[src/rtl/muxbus_pkg.sv]
package muxbus_pkg;
  typedef enum logic [1:0] {
    PH_IDLE = 2'd0,
    PH_ADDR = 2'd1,
    PH_DATA = 2'd2,
    PH_REC  = 2'd3
  } phase_t;
endpackage

[src/rtl/muxbus_phase_fsm.sv]
module muxbus_phase_fsm
  import muxbus_pkg::*;
(
  input  logic   clk,
  input  logic   rst,
  input  logic   req_valid,
  input  logic   last_xfer,
  input  logic   rel_stop,
  output phase_t phase,
  output logic   accept,
  output logic   advance
);
  phase_t phase_q, phase_d;

  assign accept  = (phase_q == PH_IDLE) && req_valid;
  assign advance = (phase_q == PH_REC) && !last_xfer && !rel_stop;
  assign phase   = phase_q;

  always_comb begin
    phase_d = phase_q;
    case (phase_q)
      PH_IDLE: if (req_valid) phase_d = PH_ADDR;
      PH_ADDR: phase_d = PH_DATA;
      PH_DATA: phase_d = PH_REC;
      PH_REC:  phase_d = advance ? PH_ADDR : PH_IDLE;
      default: phase_d = PH_IDLE;
    endcase
  end

  always_ff @(posedge clk) begin
    if (rst) phase_q <= PH_IDLE;
    else     phase_q <= phase_d;
  end
endmodule

[src/rtl/muxbus_addr_gen.sv]
module muxbus_addr_gen #(
  parameter int DW    = 16,
  parameter int LEN_W = 4
) (
  input  logic             clk,
  input  logic             rst,
  input  logic             accept,
  input  logic             advance,
  input  logic [DW-1:0]    start_addr,
  input  logic [LEN_W-1:0] count,
  output logic [DW-1:0]    addr,
  output logic             last_xfer
);
  localparam int STEP = DW / 8;
  localparam logic [DW-1:0] STEP_V = DW'(STEP);

  logic [DW-1:0]    addr_q;
  logic [LEN_W-1:0] left_q;

  always_ff @(posedge clk) begin
    if (rst) begin
      addr_q <= '0;
      left_q <= '0;
    end else if (accept) begin
      addr_q <= start_addr;
      left_q <= (count == '0) ? '0 : count - 1'b1;
    end else if (advance) begin
      addr_q <= addr_q + STEP_V;
      left_q <= left_q - 1'b1;
    end
  end

  assign addr      = addr_q;
  assign last_xfer = (left_q == '0);
endmodule

[src/rtl/muxbus_release.sv]
module muxbus_release
  import muxbus_pkg::*;
(
  input  logic   clk,
  input  logic   rst,
  input  phase_t phase,
  input  logic   accept,
  input  logic   rel_en,
  input  logic   host_rel,
  output logic   rel_stop
);
  logic seen_q;
  logic hit;

  assign hit = rel_en && host_rel && (phase != PH_IDLE);

  always_ff @(posedge clk) begin
    if (rst || accept) seen_q <= 1'b0;
    else if (hit)      seen_q <= 1'b1;
  end

  assign rel_stop = rel_en && (seen_q || host_rel);
endmodule

[src/rtl/muxbus_pins.sv]
module muxbus_pins
  import muxbus_pkg::*;
#(
  parameter int DW = 16
) (
  input  phase_t        phase,
  input  logic          is_read,
  input  logic [DW-1:0] addr,
  input  logic [DW-1:0] wword,
  output logic [DW-1:0] ad_out,
  output logic          ad_oe,
  output logic          dir_out,
  output logic          strobe_out,
  output logic          txo_out,
  output logic          txi_out,
  output logic          ctl_oe,
  output logic          done,
  output logic          busy
);
  logic master;
  logic data_side;

  assign master    = (phase != PH_IDLE);
  assign data_side = (phase == PH_DATA) || (phase == PH_REC);

  always_comb begin
    ad_out     = '0;
    ad_oe      = 1'b0;
    txo_out    = 1'b0;
    txi_out    = 1'b0;
    strobe_out = 1'b1;
    if (phase == PH_ADDR) begin
      ad_out  = addr;
      ad_oe   = 1'b1;
      txo_out = 1'b1;
    end else if (data_side) begin
      if (is_read) begin
        txi_out = 1'b1;
      end else begin
        ad_out  = wword;
        ad_oe   = 1'b1;
        txo_out = 1'b1;
      end
    end
    if (phase == PH_DATA) strobe_out = 1'b0;
  end

  assign dir_out = master && is_read;
  assign ctl_oe  = master;
  assign busy    = master;
  assign done    = (phase == PH_REC);
endmodule

[src/rtl/muxbus_master.sv]
module muxbus_master
  import muxbus_pkg::*;
#(
  parameter int DW    = 16,
  parameter int LEN_W = 4
) (
  input  logic             clk,
  input  logic             rst,
  input  logic             req_valid,
  input  logic             req_write,
  input  logic [DW-1:0]    req_addr,
  input  logic [DW-1:0]    req_wdata,
  input  logic [LEN_W-1:0] req_count,
  input  logic             rel_en,
  input  logic             host_rel,
  output logic             busy,
  output logic             done,
  output logic [DW-1:0]    rdata,
  output logic [DW-1:0]    ad_out,
  output logic             ad_oe,
  input  logic [DW-1:0]    ad_in,
  output logic             dir_out,
  output logic             strobe_out,
  output logic             txo_out,
  output logic             txi_out,
  output logic             ctl_oe
);
  phase_t        phase;
  logic          accept, advance, last_xfer, rel_stop;
  logic [DW-1:0] addr;
  logic          is_read_q;
  logic [DW-1:0] wword_q;
  logic [DW-1:0] rdata_q;

  muxbus_phase_fsm u_fsm (
    .clk(clk), .rst(rst), .req_valid(req_valid), .last_xfer(last_xfer),
    .rel_stop(rel_stop), .phase(phase), .accept(accept), .advance(advance)
  );

  muxbus_addr_gen #(.DW(DW), .LEN_W(LEN_W)) u_addr (
    .clk(clk), .rst(rst), .accept(accept), .advance(advance),
    .start_addr(req_addr), .count(req_count), .addr(addr), .last_xfer(last_xfer)
  );

  muxbus_release u_rel (
    .clk(clk), .rst(rst), .phase(phase), .accept(accept),
    .rel_en(rel_en), .host_rel(host_rel), .rel_stop(rel_stop)
  );

  always_ff @(posedge clk) begin
    if (rst) begin
      is_read_q <= 1'b0;
      wword_q   <= '0;
      rdata_q   <= '0;
    end else begin
      if (accept) is_read_q <= !req_write;
      if (accept || advance) wword_q <= req_wdata;
      if (phase == PH_DATA && is_read_q) rdata_q <= ad_in;
    end
  end

  muxbus_pins #(.DW(DW)) u_pins (
    .phase(phase), .is_read(is_read_q), .addr(addr), .wword(wword_q),
    .ad_out(ad_out), .ad_oe(ad_oe), .dir_out(dir_out), .strobe_out(strobe_out),
    .txo_out(txo_out), .txi_out(txi_out), .ctl_oe(ctl_oe), .done(done), .busy(busy)
  );

  assign rdata = rdata_q;
endmodule

[config.mk]
export PLATFORM = sky130hd
export DESIGN_NAME = muxbus_master
export DESIGN_NICKNAME = d
export VERILOG_FILES = /design/src/rtl/muxbus_pkg.sv /design/src/rtl/muxbus_phase_fsm.sv /design/src/rtl/muxbus_addr_gen.sv /design/src/rtl/muxbus_release.sv /design/src/rtl/muxbus_pins.sv /design/src/rtl/muxbus_master.sv
export SDC_FILE = /design/constraint.sdc
export NUM_CORES = 1
export LEC_CHECK = 0
export BUFFER_PORTS_ARGS = -buffer_cell sky130_fd_sc_hd__clkbuf_2
export CORE_ASPECT_RATIO = 0.9
export CORE_MARGIN = 4
export CORE_UTILIZATION = 50
export CTS_CLUSTER_DIAMETER = 200
export DETAILED_ROUTE_END_ITERATION = 10
export GPL_TIMING_DRIVEN = 0
export PLACE_DENSITY = 0.92
export SYNTH_ARGS = -nofsm -noshare
export SYNTH_HDL_FRONTEND = slang
export SYNTH_SLANG_ARGS = --single-unit
[constraint.sdc]
create_clock -name clk -period 2.5 [get_ports clk]
set_clock_uncertainty 0.1 [all_clocks]
set_input_delay 0.125 -clock clk [delete_from_list [all_inputs] [get_ports clk]]
set_output_delay 0.125 -clock clk [all_outputs]
set_load 0.02 [all_outputs]
* Word level (Yosys, flattened, before mapping)
Cells that the tools add are included.
** Cells by class
- Add/sub/neg operators :: 3
- Equality and inequality tests :: 4
- Multiplexer cells :: 18
- Reduce and logical (&&, ||, !) cells :: 20
** Operators with widths (number)
- 2-to-1 mux 16 bit :: 5
- adder 16 x 2 -> 16 bit, second input constant :: 1
- 2-to-1 mux 4 bit :: 3
- logical AND 1 bit :: 8
- logical NOT 4 bit :: 2
- 2-to-1 mux 1 bit :: 8
- case mux 2 bit (4 select lines) :: 1
- subtractor 4 x 1 -> 4 bit, second input constant :: 2
- == test 2 bit, second input constant :: 2
- logical OR 1 bit :: 4
- nonzero test 2 bit :: 2
- logical NOT 1 bit :: 3
- == test 2 x 1 -> 1 bit, second input constant :: 1
- logical NOT 2 bit :: 1
- 2-to-1 mux 2 bit :: 1
- != test 2 bit, second input constant :: 1
** Word-level totals
- Flip-flop bits (word level) :: 56
- Bits of input ports :: 58
- Output and inout bits :: 40
- Word-level logic and storage cells :: 52

* Longest topological paths before layout
Gate-level depths: netlist of the first run.
- Depth in word-level cells :: 6
- Mapped depth :: 9

* Hierarchy
A second synthesis of the first run with hierarchy kept.
** Second synthesis, totals
- Cells, all modules :: 332
- Area, all modules :: 3019.1 um^2
** Modules (own cells, without submodules)
- muxbus_master :: instances 1, cells each 145, area an instance 1406.3 um^2
- muxbus_addr_gen :: instances 1, cells each 136, area an instance 1141.1 um^2
- muxbus_pins :: instances 1, cells each 31, area an instance 250.2 um^2
- muxbus_phase_fsm :: instances 1, cells each 15, area an instance 170.2 um^2
- muxbus_release :: instances 1, cells each 5, area an instance 51.3 um^2

* Worst setup path after synthesis of the first run
No wires, ideal clock.
- Path kind :: reg2out
- Start :: register u_fsm.phase_q[1], in the netlist u_fsm.phase[1]
- End :: output port ad_out[10]
- Arrival time :: 1982 ps
- Required time :: 2275 ps
- Setup slack :: 293 ps
- Cell stages (with the launch flop) :: 7
- Cell sequence :: dfxtp_1 -> ha_1 -> buf_2 -> o21bai_1 -> nor2_1 -> clkbuf_1 -> a22o_1
** Between the ends
- Word-level cells in the longest chain between the ends :: 4
- Elaborated cells between the ends (all ways) :: 6
- Classes of those cells :: eq/ne: 3; mux: 2; reduce/logical: 1
** RTL lines
- start, declared :: line muxbus_phase_fsm.sv:13 : phase_t phase_q, phase_d;
- start signal, assigned :: line muxbus_phase_fsm.sv:32 : else phase_q <= phase_d;
- == test 2 bit
- named net done :: line muxbus_master.sv:17 : output logic done,
- logical OR 1 bit :: line muxbus_pins.sv:24 : assign data_side = (phase == PH_DATA) || (phase == PH_REC);
- 2-to-1 mux 16 bit :: line muxbus_pins.sv:36 : end else if (data_side) begin
- 2-to-1 mux 16 bit :: line muxbus_pins.sv:32 : if (phase == PH_ADDR) begin
- end, declared :: line muxbus_master.sv:19 : output logic [DW-1:0] ad_out,
The timed path passes the listed nets, and every way through them passes these cells.

* Final worst setup path of the first run
- Start :: register u_fsm.phase_q[0], in the netlist u_fsm.phase[0]
- End :: output port ad_out[14]
** Between the ends
- Word-level cells in the longest chain between the ends :: 4
- Elaborated cells between the ends (all ways) :: 6
- Classes of those cells :: eq/ne: 3; mux: 2; reduce/logical: 1
** RTL lines (line)
- == test 2 bit :: muxbus_pins.sv:24
- logical OR 1 bit :: muxbus_pins.sv:24
- 2-to-1 mux 16 bit :: muxbus_pins.sv:36
- 2-to-1 mux 16 bit * :: muxbus_pins.sv:32
Every way passes the cells marked *; elsewhere a longest branch is shown, timed or not.

==> results of run 1 <==
## worst paths after layout
check / cells after the start / to / slack, ps / startpoint
hold reg to reg: 2 / wword_q[1] / 360 / wword_q[1]
setup reg to reg: 8 / wword_q[14] / 350 / u_fsm.phase[0]
hold / removal: 3 / u_rel.seen_q / -0.5 / rel_en
setup / recovery: 7 / ad_out[14] / 120 / u_fsm.phase[0]
## sequential cells by signal (all words and copies together) (netlist names)
register	count
u_addr.addr	16
u_addr.left_q	4
u_fsm.phase	2
u_rel.seen_q	1
is_read_q	1
wword_q	16
rdata	16
## kinds of logic after synthesis
group | count (synthesis)
xor+xnor | 5
buf+inv | 31
mux | 4
fa+ha+maj | 7
simple gates | 138
flops | 56
compound gates | 93
## worst max-delay path: cells and delay by family, from the launching register on
kind / cells / cell delay (ps)
simple gates: 1 / 180
flops: 1 / 400
compound gates: 2 / 330
fa+ha+maj: 1 / 270
buf+inv: 3 / 670
## cell usage in the layout (no fill, tap or decap), drive strengths merged, types with 3 or more instances in the layout
cell	count
and3	4
nand4	6
buf	12
a311oi	9
nor2	27
nor3	3
clkbuf	116
xor2	4
a22o	16
inv	8
mux2i	4
or3	7
ha	7
nand2	74
nand3	6
dlygate4sd3	49
a211oi	6
a21oi	39
o21ai	11
dfxtp	56
and4	3
## layer usage
| metal | routed length [um] | vias to the layer above | GRT usage (%) |
|---|---|---|---|
| met1 | 3550 | 1419 | 31.1 |
| met5 | 0 | - | 0 |
| met2 | 4250 | 193 | 45.0 |
| met3 | 847 | 37 | 6.19 |
| met4 | 347 | 0 | 15.7 |
| li1 | - | 1489 | - |
## power breakdown
part / switching (W) / internal (W)
clock: 0.000297 / 0.000201
combinational: 0.000989 / 0.000641
sequential: 0.000192 / 0.00108
total: 0.00148 / 0.00192
## cell type report
class                           count  area, um^2  area share (%)
Buffer                             22         128            3.27
Clock buffer                        7        76.3            1.95
Clock inverter                      1        8.76           0.224
Inverter                            8        30.0           0.768
Multi-Input combinational cell    247        1470            37.6
Sequential cell                    56        1120            28.7
Tap cell                           67        83.8            2.15
Timing Repair Buffer              148         991            25.4
## through the flow
step / area, um^2 / setup TNS (ps) / util [%] / cells / power, W
2_1_floorplan: 2740 / 0 / - / 334 / 0.00231
3_3_place_gp: 3310 / -535 / 62.5 / 498 / 0.00271
3_5_place_dp: 3310 / -925 / 62.5 / 498 / 0.00276
5_1_grt: 3910 / 0 / 73.9 / 556 / 0.00360
4_1_cts: 3900 / 0 / 73.7 / 555 / 0.00333
6_report: 3910 / 0 / 73.9 / 556 / 0.00340
## timing repair
action	in CTS	in global routing
hold endpoints to repair	49	0
setup buffers	0	2
setup endpoints to repair	16	10
gates cloned	0	0
pin swaps	0	1
resized for setup	6	0
hold buffers	49	0
==> qor.log, run 1 <==
qor: outcome.outcome complete, but fails checks
qor: outcome.failed_checks hold timing
qor: synth.area_share_of_and_or_nand_nor_cells_after_synthesis 23.6%
qor: sta.min_period 2380 ps
qor: floorplanning.design.core.area 0.00529 mm^2
qor: drt.routed_wire_length_per_instance 16.2 um
qor: cts.cts.reportedPaths.clkPinSlew 90 ps
qor: setup_path.setup.worst_path.class flip-flop to output port
qor: drt.via_count 3138
qor: final_layout.drive_above_1_share 26.4%
qor: floorplanning.start_util 51.8%
qor: synth.post_synth_fa_ha_maj_area_fraction 3.20%
qor: global_route.globalRoute.totalOverflow 0
qor: global_route.first_global_vias 3170
qor: setup_path.crit_path_top_delay_cell sky130_fd_sc_hd__dfxtp_1
qor: cts.cts-root-to-sink-buffers 2
qor: place.pre_cts_slack -107 ps
qor: final_layout.antenna_cells_inserted 0
qor: setup_path.crit_chain ha_2 -> buf_2 -> o21bai_1 -> nor2_4 -> clkbuf_4 -> a22o_1 -> clkbuf_2
qor: cts.cts.root.buffer_cell sky130_fd_sc_hd__clkbuf_8
qor: setup_path.start_kind flip-flop
qor: synth.netlist_instances 334
qor: global_route.antenna_violations_before_repair 0
qor: final_layout.area.growth.synth_to_final 42.8%
qor: setup_path.largest_stage_delay_on_the_critical_path 400 ps
qor: global_route.largest_net_degree_at_the_start_of_global_routing 17
qor: floorplanning.fp.dieArea 0.00672 mm^2
qor: final_layout.fin_nets 553
qor: floorplanning.io_pins 98
qor: synth.parity_gate_share_of_the_synthesized_area_counting_xor_and_xnor_cells 1.60%
qor: global_route.grt_pass1_wl 14500 um
qor: drt.drtIter0Drc 205
qor: synth.dominant_cell_by_count_in_the_synthesized_netlist sky130_fd_sc_hd__nand2_1
qor: sta.slew_headroom 58.0%
qor: synth.combinational_family_with_the_most_area_after_synthesis simple AND/OR/NAND/NOR gates
qor: synth.post_synth_main_area_contributors sky130_fd_sc_hd__dfxtp_1 41%, sky130_fd_sc_hd__nand2_1 10%, sky130_fd_sc_hd__a21oi_1 7.1%, sky130_fd_sc_hd__a22o_1 5.1%, sky130_fd_sc_hd__nor2_1 3.7%
qor: sta.post-route-period-util 95.4%
qor: synth.synth.top_cells.by_count 74 x sky130_fd_sc_hd__nand2_1, 56 x sky130_fd_sc_hd__dfxtp_1, 39 x sky130_fd_sc_hd__a21oi_1, 27 x sky130_fd_sc_hd__nor2_1, 16 x sky130_fd_sc_hd__a22o_1
qor: final_layout.filler_cell_count 358
qor: floorplanning.chipWidth 86.0 um
qor: worst_hold_path.hold_path_class input pin to flip-flop
qor: place.place.detailed.hpwl 5640 um
qor: drt.route.antenna.remaining_nets 0
qor: pwr.p_leak 1.69 nW
qor: setup_path.crit_path_max_fanout 10
qor: sta.setup_viol_count_final 0
qor: synth.synthesis.nets 399
qor: synth.synth-main-ff-cell sky130_fd_sc_hd__dfxtp_1
qor: synth.synth_seq_cells 56
qor: sta.report.final.hold_viol_count 1
qor: synth.synth.lib_cells_used.distinct 49
qor: pwr.cellPowerDensity 870 mW/mm^2
qor: synth.synth-seq-area-share 41.0%
qor: floorplanning.die_y 78.2 um
qor: sta.post-route-worst-setup-slack 116 ps
qor: cts.ctsHtreeMaxLevel 2
qor: synth.synth_top_area_cell sky130_fd_sc_hd__dfxtp_1
qor: synth.synth_edf_count 0
qor: sta.whs -0.452 ps
qor: synth.post_synth_mux_area_share 1.46%
qor: synth.synthDominantCellAreaShare 41.0%
qor: drt.drc 0
qor: setup_path.end_kind output port
qor: setup_path.cp.required 2280 ps
qor: drt.routed_via_density 5.64
qor: place.port_buffers 97
qor: cts.clock_sink_count 56
qor: pwr.maximum_ir_drop_on_the_vdd_rail 0.000509 V
qor: cts.cts_inserted_buffers 5
qor: drt.finalWirelength 8990 um
qor: synth.compound_cell_area_share_of_the_yosys_netlist 23.4%
qor: cts.cts_tree built
qor: synth.syn_area_per_cell 8.19 um^2
qor: place.gp_congestion 0.868
qor: sta.grt_setup_unrepaired no
qor: synth.synth-async-reset-ratio 0%
qor: run.max_cap_viol_count 0
qor: synth.yosys_warnings 0
qor: setup_path.arrival 2160 ps
qor: sta.drv_slew 0
qor: sta.fmax 419 MHz
qor: sta.worst_slew_pin_slew 630 ps
qor: drt.dr.pass1.iters 6
qor: cts.clock_insertion_delay_worst_skew 320 ps
qor: global_route.track_usage 26.9%
qor: floorplanning.num_rows 25
qor: synth.synth.cell_area 0.00274 mm^2
(Power assumes the default switching activity.)
==> run 2: changes to the inputs <==
--- a/config.mk
+++ b/config.mk
@@ -13,6 +13,7 @@
 export DETAILED_ROUTE_END_ITERATION = 10
 export GPL_TIMING_DRIVEN = 0
 export PLACE_DENSITY = 0.92
+export REMOVE_ABC_BUFFERS = 1
 export SYNTH_ARGS = -nofsm -noshare
 export SYNTH_HDL_FRONTEND = slang
 export SYNTH_SLANG_ARGS = --single-unit
==> qor.log, run 2 (synthesized netlist as in run 1, its figures left out) <==
qor: final_layout.multi_input_area 0.00147 mm^2 [+0.34%]
qor: global_route.antenna_violations_before_repair 0 [unchanged]
qor: final_layout.post-route-cell-area 0.00377 mm^2 [-3.5%]
qor: pwr.cellPowerDensity 863 mW/mm^2 [-0.83%]
qor: outcome.outcome complete, but fails checks
qor: cts.cts.root.buffer_cell sky130_fd_sc_hd__clkbuf_8
qor: global_route.globalRoute.totalOverflow 0 [unchanged]
qor: sta.fmax 438 MHz [+4.4%]
qor: sta.grt_setup_unrepaired no
qor: setup_path.end_kind output port
qor: final_layout.final-seq-area 0.00112 mm^2 [-0.11%]
qor: worst_hold_path.timing.hold.worst.start rel_en
qor: setup_path.setup.worst_path.class flip-flop to output port
qor: floorplanning.fp.dieArea 0.00672 mm^2 [unchanged]
qor: place.place.detailed.hpwl 4950 um [-12%]
qor: drt.finalWirelength 8080 um [-10%]
qor: floorplanning.chipWidth 86.0 um [unchanged]
qor: worst_hold_path.hold_path_class input pin to flip-flop
qor: final_layout.fin_nets 527 [-4.7%]
qor: final_layout.layout_common_cells 97 x sky130_fd_sc_hd__clkbuf_2, 73 x sky130_fd_sc_hd__nand2_1, 56 x sky130_fd_sc_hd__dfxtp_1, 46 x sky130_fd_sc_hd__dlygate4sd3_1, 39 x sky130_fd_sc_hd__a21oi_1
qor: final_layout.finish.cell_count_without_fillers 530 [-4.7%]
qor: setup_path.arrival 2060 ps [-100 ps]
qor: cts.cts_inserted_buffers 5 [unchanged]
qor: drt.via_count 2915 [-7.1%]
qor: drt.route.antenna.remaining_nets 0 [unchanged]
qor: sta.whs -0.654 ps [-0.201 ps]
qor: setup_path.crit_path_max_fanout 17 [+7]
qor: sta.setup_viol_count_final 0 [unchanged]
qor: floorplanning.die_y 78.2 um [unchanged]
qor: final_layout.antenna_cells_inserted 0 [unchanged]
qor: final_layout.layout_commonest_cell sky130_fd_sc_hd__clkbuf_2
qor: sta.worst_slew_pin_slew 1190 ps [+563 ps]
qor: outcome.failed_checks hold timing
qor: place.port_buffers 97 [unchanged]
qor: cts.cts.reportedPaths.clkPinSlew 100 ps [about the same]
qor: drt.routed_via_density 5.50 [-2.5%]
qor: global_route.grt_pass1_wl 13400 um [-7.3%]
qor: global_route.first_global_vias 2930 [-7.6%]
qor: place.placedInstanceArea 0.00318 mm^2 [-3.9%]
qor: drt.routed_wire_length_per_instance 15.3 um [-5.6%]
qor: place.dpl.cell_count 475 [-4.6%]
qor: sta.report.final.hold_viol_count 2 [+1]
qor: cts.clock_sink_count 56 [unchanged]
qor: setup_path.reg2reg_slack 230 ps [-120 ps]
qor: drt.drtIter0Drc 153 [-25%]
qor: cts.ctsHtreeMaxLevel 2 [unchanged]
qor: worst_hold_path.worst_hold_path.num_cells 3 [unchanged]
qor: worst_hold_path.hold-path-endpoint u_rel.seen_q
qor: sta.post-route-period-util 91.3% [-4.0 points]
qor: drt.drc 0 [unchanged]
qor: floorplanning.num_rows 25 [unchanged]
qor: final_layout.area.growth.synth_to_final 37.8%
qor: pwr.maximum_ir_drop_on_the_vdd_rail 0.000589 V [+16%]
qor: setup_path.reg2reg_to u_addr.addr[8]
qor: setup_path.cp.required 2280 ps [about the same]
qor: drt.dr.pass1.iters 5 [-1]
qor: final_layout.drive_above_1_share 26.1% [-0.25 points]
qor: cts.cts_tree built
qor: cts.clock_insertion_delay_worst_skew 310 ps [about the same]
qor: place.gp_congestion 0.832 [-4.2%]
qor: pwr.p_leak 1.60 nW [-5.0%]
qor: cts.cts-root-to-sink-buffers 2 [unchanged]
qor: sta.drv_slew 0 [unchanged]
qor: sta.slew_headroom 20.5% [-38 points]
qor: global_route.largest_net_degree_at_the_start_of_global_routing 59 [+42]
qor: sta.min_period 2280 ps [-101 ps]
qor: floorplanning.start_util 51.8% [unchanged]
qor: final_layout.filler_cell_count 404 [+13%]
qor: setup_path.worst-r2r-cell-count 6 [-2]
qor: floorplanning.design.core.area 0.00529 mm^2 [unchanged]
qor: setup_path.r2r-start u_addr.left_q[0]
qor: global_route.track_usage 24.4% [-2.5 points]
qor: setup_path.start_kind flip-flop
qor: run.max_cap_viol_count 0 [unchanged]
qor: floorplanning.io_pins 98 [unchanged]
[run 2: changes by cell type in the layout (fill, tap and decap cells not counted), moves of 2 or more]
cell | previous run | this run
sky130_fd_sc_hd__buf_2 | 3 | 0
sky130_fd_sc_hd__buf_4 | 6 | 0
sky130_fd_sc_hd__clkinvlp_4 | 0 | 2
sky130_fd_sc_hd__clkbuf_1 | 13 | 0
sky130_fd_sc_hd__dlygate4sd3_1 | 49 | 46
sky130_fd_sc_hd__buf_6 | 3 | 0
[run 2: timing repair]
action                     in CTS  in global routing
resized for setup               3                  4
setup buffers                   1                  0
hold endpoints to repair       46                  0
setup endpoints to repair      17                 27
hold buffers                   46                  0
pin swaps                       1                  0
[run 2: critical path, stage by stage (launching register included)]
cell	delay (ps)
sky130_fd_sc_hd__dfxtp_1	450
sky130_fd_sc_hd__inv_1	120
sky130_fd_sc_hd__ha_2	300
sky130_fd_sc_hd__o21bai_1	250
sky130_fd_sc_hd__nor2_4	160
sky130_fd_sc_hd__buf_12	150
sky130_fd_sc_hd__a22o_1	150
sky130_fd_sc_hd__clkbuf_2	170
[run 2: metal layers]
metal / vias to the layer above / wire length [um] / global-route usage (%) / part of all wire [%]
li1: 1433 / - / - / -
met1: 1334 / 3270 / 27.8 / 40
met2: 123 / 4000 / 44.3 / 50
met3: 25 / 561 / 4.83 / 6.9
met4: 0 / 245 / 9.34 / 3.0
met5: - / 0 / 0 / 0
[run 2: final cells by class]
class,instances,area share (%)
clock buffer,6,2.19
multi-input combinational,247,39.1
inverter,8,0.796
sequential,56,29.7
tap,67,2.22
clock inverter,2,0.398
timing repair buffer,144,25.6
[run 2: how the worst max path moves through the flow]
| stage | startpoint | end | slack (ps) | cells past startpoint |
|---|---|---|---|---|
| 3_5_place_dp | u_fsm.phase[1] | ad_out[9] | -190 | 6 |
| 3_3_place_gp | u_fsm.phase[1] | ad_out[4] | -170 | 6 |
| 2_1_floorplan | u_fsm.phase[1] | ad_out[0] | 260 | 4 |
| 5_1_grt | u_fsm.phase[1] | ad_out[0] | 70 | 7 |
| 4_1_cts | u_fsm.phase[0] | u_addr.left_q[3] | 5 | 6 |
| 6_report | u_fsm.phase[1] | ad_out[4] | 220 | 7 |
[run 2: power by group]
part           total, W  internal, W  switching [W]
Clock          0.000521     0.000225       0.000296
Sequential      0.00125      0.00108       0.000174
Combinational   0.00148     0.000549       0.000932
Total           0.00326      0.00185        0.00140
[run 2: stage by stage]
stage	setup TNS (ps)	hold WS (ps)	worst slack [ps]	util [%]	total power [W]
2_1_floorplan	0	92.9	260	-	0.00217
3_3_place_gp	-2360	210	-166	60.1	0.00256
3_5_place_dp	-2780	229	-189	60.1	0.00262
4_1_cts	0	0.944	4.58	71.2	0.00323
5_1_grt	0	8.74	65.9	71.3	0.00348
6_report	0	-0.654	217	71.3	0.00326
==> run 3: changes to the inputs <==
--- a/config.mk
+++ b/config.mk
@@ -12,7 +12,7 @@
 export CTS_CLUSTER_DIAMETER = 200
 export DETAILED_ROUTE_END_ITERATION = 10
 export GPL_TIMING_DRIVEN = 0
-export PLACE_DENSITY = 0.92
+export PLACE_DENSITY = 0.77
 export REMOVE_ABC_BUFFERS = 1
 export SYNTH_ARGS = -nofsm -noshare
 export SYNTH_HDL_FRONTEND = slang
==> qor.log, run 3 (synthesized netlist as in run 1, its figures left out) <==
qor: place.place.detailed.hpwl 4830 um [-2.3%]
qor: pwr.power.sequential.fraction 38.7% [+0.2 points]
qor: final_layout.multi_input_area 0.00147 mm^2 [unchanged]
qor: setup_path.r2r-start u_addr.left_q[0]
qor: drt.drc 0 [unchanged]
qor: cts.cts.reportedPaths.clkPinSlew 90 ps [about the same]
qor: floorplanning.die_y 78.2 um [unchanged]
qor: setup_path.worst-r2r-cell-count 6 [unchanged]
qor: worst_hold_path.worst_hold_path.num_cells 3 [unchanged]
qor: global_route.largest_net_degree_at_the_start_of_global_routing 59 [unchanged]
qor: outcome.outcome completed
qor: worst_hold_path.hold-path-endpoint u_rel.seen_q
qor: cts.cts_tree built
qor: final_layout.antenna_cells_inserted 0 [unchanged]
qor: final_layout.area.growth.synth_to_final 38.8%
qor: sta.drv_slew 0 [unchanged]
qor: floorplanning.start_util 51.8% [unchanged]
qor: final_layout.fin_nets 530 [+0.57%]
qor: global_route.first_global_vias 2894 [-1.2%]
qor: drt.routed_via_density 5.41 [-1.7%]
qor: final_layout.layout_commonest_cell sky130_fd_sc_hd__clkbuf_2
qor: global_route.antenna_violations_before_repair 0 [unchanged]
qor: sta.report.final.hold_viol_count 0 [-2]
qor: worst_hold_path.timing.hold.worst.start rel_en
qor: setup_path.reg2reg_to u_addr.addr[8]
qor: sta.post-route-period-util 91.8% [+0.52 points]
qor: sta.whs 21.6 ps [+22.3 ps]
qor: final_layout.final-seq-area 0.00112 mm^2 [unchanged]
qor: place.gp_congestion 0.791 [-4.9%]
qor: sta.fmax 436 MHz [-0.57%]
qor: global_route.track_usage 23.5% [-0.88 points]
qor: setup_path.cp.required 2280 ps [about the same]
qor: run.max_cap_viol_count 0 [unchanged]
qor: drt.finalWirelength 7680 um [-5.0%]
qor: setup_path.critical_path.n_buffers_inverters 3 [unchanged]
qor: setup_path.reg2reg_slack 210 ps [-20 ps]
qor: place.pre_cts_slack -297 ps [-108 ps]
qor: final_layout.filler_cell_count 417 [+3.2%]
qor: sta.min_period 2300 ps [+13.1 ps]
qor: setup_path.setup.worst_path.class flip-flop to output port
qor: place.port_buffers 97 [unchanged]
qor: drt.via_count 2882 [-1.1%]
qor: sta.slew_headroom 19.4% [-1.1 points]
qor: floorplanning.design.core.area 0.00529 mm^2 [unchanged]
qor: setup_path.crit_path_max_fanout 17 [unchanged]
qor: final_layout.finish.cell_count_without_fillers 533 [+0.57%]
qor: pwr.cellPowerDensity 851 mW/mm^2 [-1.4%]
qor: global_route.globalRoute.totalOverflow 0 [unchanged]
qor: floorplanning.io_pins 98 [unchanged]
qor: pwr.p_int 0.00186 W [+0.14%]
qor: setup_path.largest_stage_delay_on_the_critical_path 450 ps [about the same]
qor: sta.setup_viol_count_final 0 [unchanged]
qor: cts.clock_sink_count 56 [unchanged]
qor: drt.routed_wire_length_per_instance 14.4 um [-5.6%]
qor: setup_path.start_kind flip-flop
qor: drt.route.antenna.remaining_nets 0 [unchanged]
qor: final_layout.drive_above_1_share 25.8% [-0.38 points]
qor: pwr.net-switching-power 0.00138 W [-1.9%]
qor: cts.cts_inserted_buffers 5 [unchanged]
qor: pwr.pwr-share-comb 45.4% [about the same]
qor: sta.setup_total_negative_slack 0 ps [unchanged]
qor: sta.post-route-worst-setup-slack 204 ps [-13.1 ps]
qor: final_layout.layout_common_cells 97 x sky130_fd_sc_hd__clkbuf_2, 73 x sky130_fd_sc_hd__nand2_1, 56 x sky130_fd_sc_hd__dfxtp_1, 49 x sky130_fd_sc_hd__dlygate4sd3_1, 39 x sky130_fd_sc_hd__a21oi_1
qor: pwr.maximum_ir_drop_on_the_vdd_rail 0.000475 V [-19%]
qor: setup_path.end_kind output port
qor: cts.clock_insertion_delay_worst_skew 300 ps [about the same]
qor: pwr.switching_share 42.6% [-0.49 points]
qor: cts.cts.root.buffer_cell sky130_fd_sc_hd__clkbuf_8
qor: floorplanning.fp.dieArea 0.00672 mm^2 [unchanged]
qor: cts.cts-root-to-sink-buffers 2 [unchanged]
qor: sta.grt_setup_unrepaired no
qor: floorplanning.chipWidth 86.0 um [unchanged]
qor: sta.worst_slew_pin_slew 1210 ps [+16.0 ps]
qor: worst_hold_path.hold_path_class input pin to flip-flop
qor: setup_path.arrival 2070 ps [about the same]
qor: setup_path.crit_path_top_delay_cell sky130_fd_sc_hd__dfxtp_1
qor: pwr.p_leak 1.62 nW [+0.85%]
qor: global_route.grt_pass1_wl 13100 um [-2.3%]
qor: place.dpl.cell_count 475 [unchanged]
qor: drt.drtIter0Drc 119 [-22%]
qor: cts.ctsHtreeMaxLevel 2 [unchanged]
qor: floorplanning.num_rows 25 [unchanged]
qor: pwr.power.share.clock 15.9% [about the same]
qor: setup_path.crit_chain inv_1 -> ha_2 -> o21bai_1 -> nor2_4 -> buf_12 -> a22o_1 -> clkbuf_2
qor: drt.dr.pass1.iters 4 [-1]
qor: setup_path.path_delay_family flip-flops
run 3: changes by cell type in the layout (fill, tap and decap cells not counted):
cell / before / now
sky130_fd_sc_hd__clkbuf_1: 0 / 1
sky130_fd_sc_hd__dlygate4sd3_1: 46 / 49
sky130_fd_sc_hd__clkinvlp_4: 2 / 1
run 3: area by class of cell:
cell class | instances | share of cell area (%)
clock buffers | 7 | 2.27
clock inverters | 1 | 0.198
inverters | 8 | 0.791
multi-input cells | 247 | 38.8
flip-flops and latches | 56 | 29.5
well taps | 67 | 2.21
repair buffers | 147 | 26.2
run 3: power by group through the flow:
stage	registers (W)	logic, W	clock network (W)
5_1_grt	0.00128	0.00163	0.000565
3_3_place_gp	0.00126	0.00133	0
3_5_place_dp	0.00126	0.00135	0
2_1_floorplan	0.00124	0.000938	0
6_report	0.00125	0.00147	0.000514
4_1_cts	0.00125	0.00146	0.000530
run 3: worst register-to-register path: cells and delay by family, from the launching register on:
| family | cells | cell delay (ps) |
|---|---|---|
| buffers and inverters | 1 | 70 |
| and+or+nand+nor | 3 | 1200 |
| AOI/OAI and AO/OA | 1 | 260 |
| adders and majority gates | 1 | 210 |
| DFF | 1 | 350 |
run 3: per-stage QoR:
| stage | total power (W) | util [%] | instance area [um^2] |
|---|---|---|---|
| after global placement | 0.00258 | 60.1 | 3180 |
| after CTS | 0.00324 | 71.6 | 3780 |
| after floorplan | 0.00217 | - | 2610 |
| final | 0.00323 | 71.8 | 3800 |
| after detailed placement | 0.00262 | 60.1 | 3180 |
| after global routing | 0.00347 | 71.8 | 3800 |
run 3: metal layers:
layer	track usage (%)	part of all wire (%)	wire, um	vias to the layer above
met4	6.17	1.1	87	0
met1	29.8	44	3370	1330
met5	0	0	0	-
met2	40.8	48	3690	100
li1	-	-	-	1442
met3	4.30	6.9	529	10
run 3: worst max path at each step:
| stage | start | endpoint | slack [ps] | depth (start not counted) |
|---|---|---|---|---|
| after floorplan | u_fsm.phase[1] | ad_out[0] | 260 | 4 |
| after global placement | u_fsm.phase[1] | ad_out[8] | -270 | 6 |
| after detailed placement | u_fsm.phase[1] | ad_out[8] | -300 | 6 |
| after CTS | u_fsm.phase[1] | u_addr.addr[8] | 60 | 5 |
| after global routing | u_addr.left_q[0] | u_addr.addr[15] | 10 | 6 |
| final | u_fsm.phase[1] | ad_out[3] | 200 | 7 |
run 3: repair_timing:
item | 4_1_cts | 5_1_grt
gates resized for setup | 4 | 3
pin swaps | 1 | 0
hold buffers | 48 | 1
hold endpoints to repair | 48 | 1
endpoints found under the setup margin | 17 | 26
buffers inserted | 1 | 0
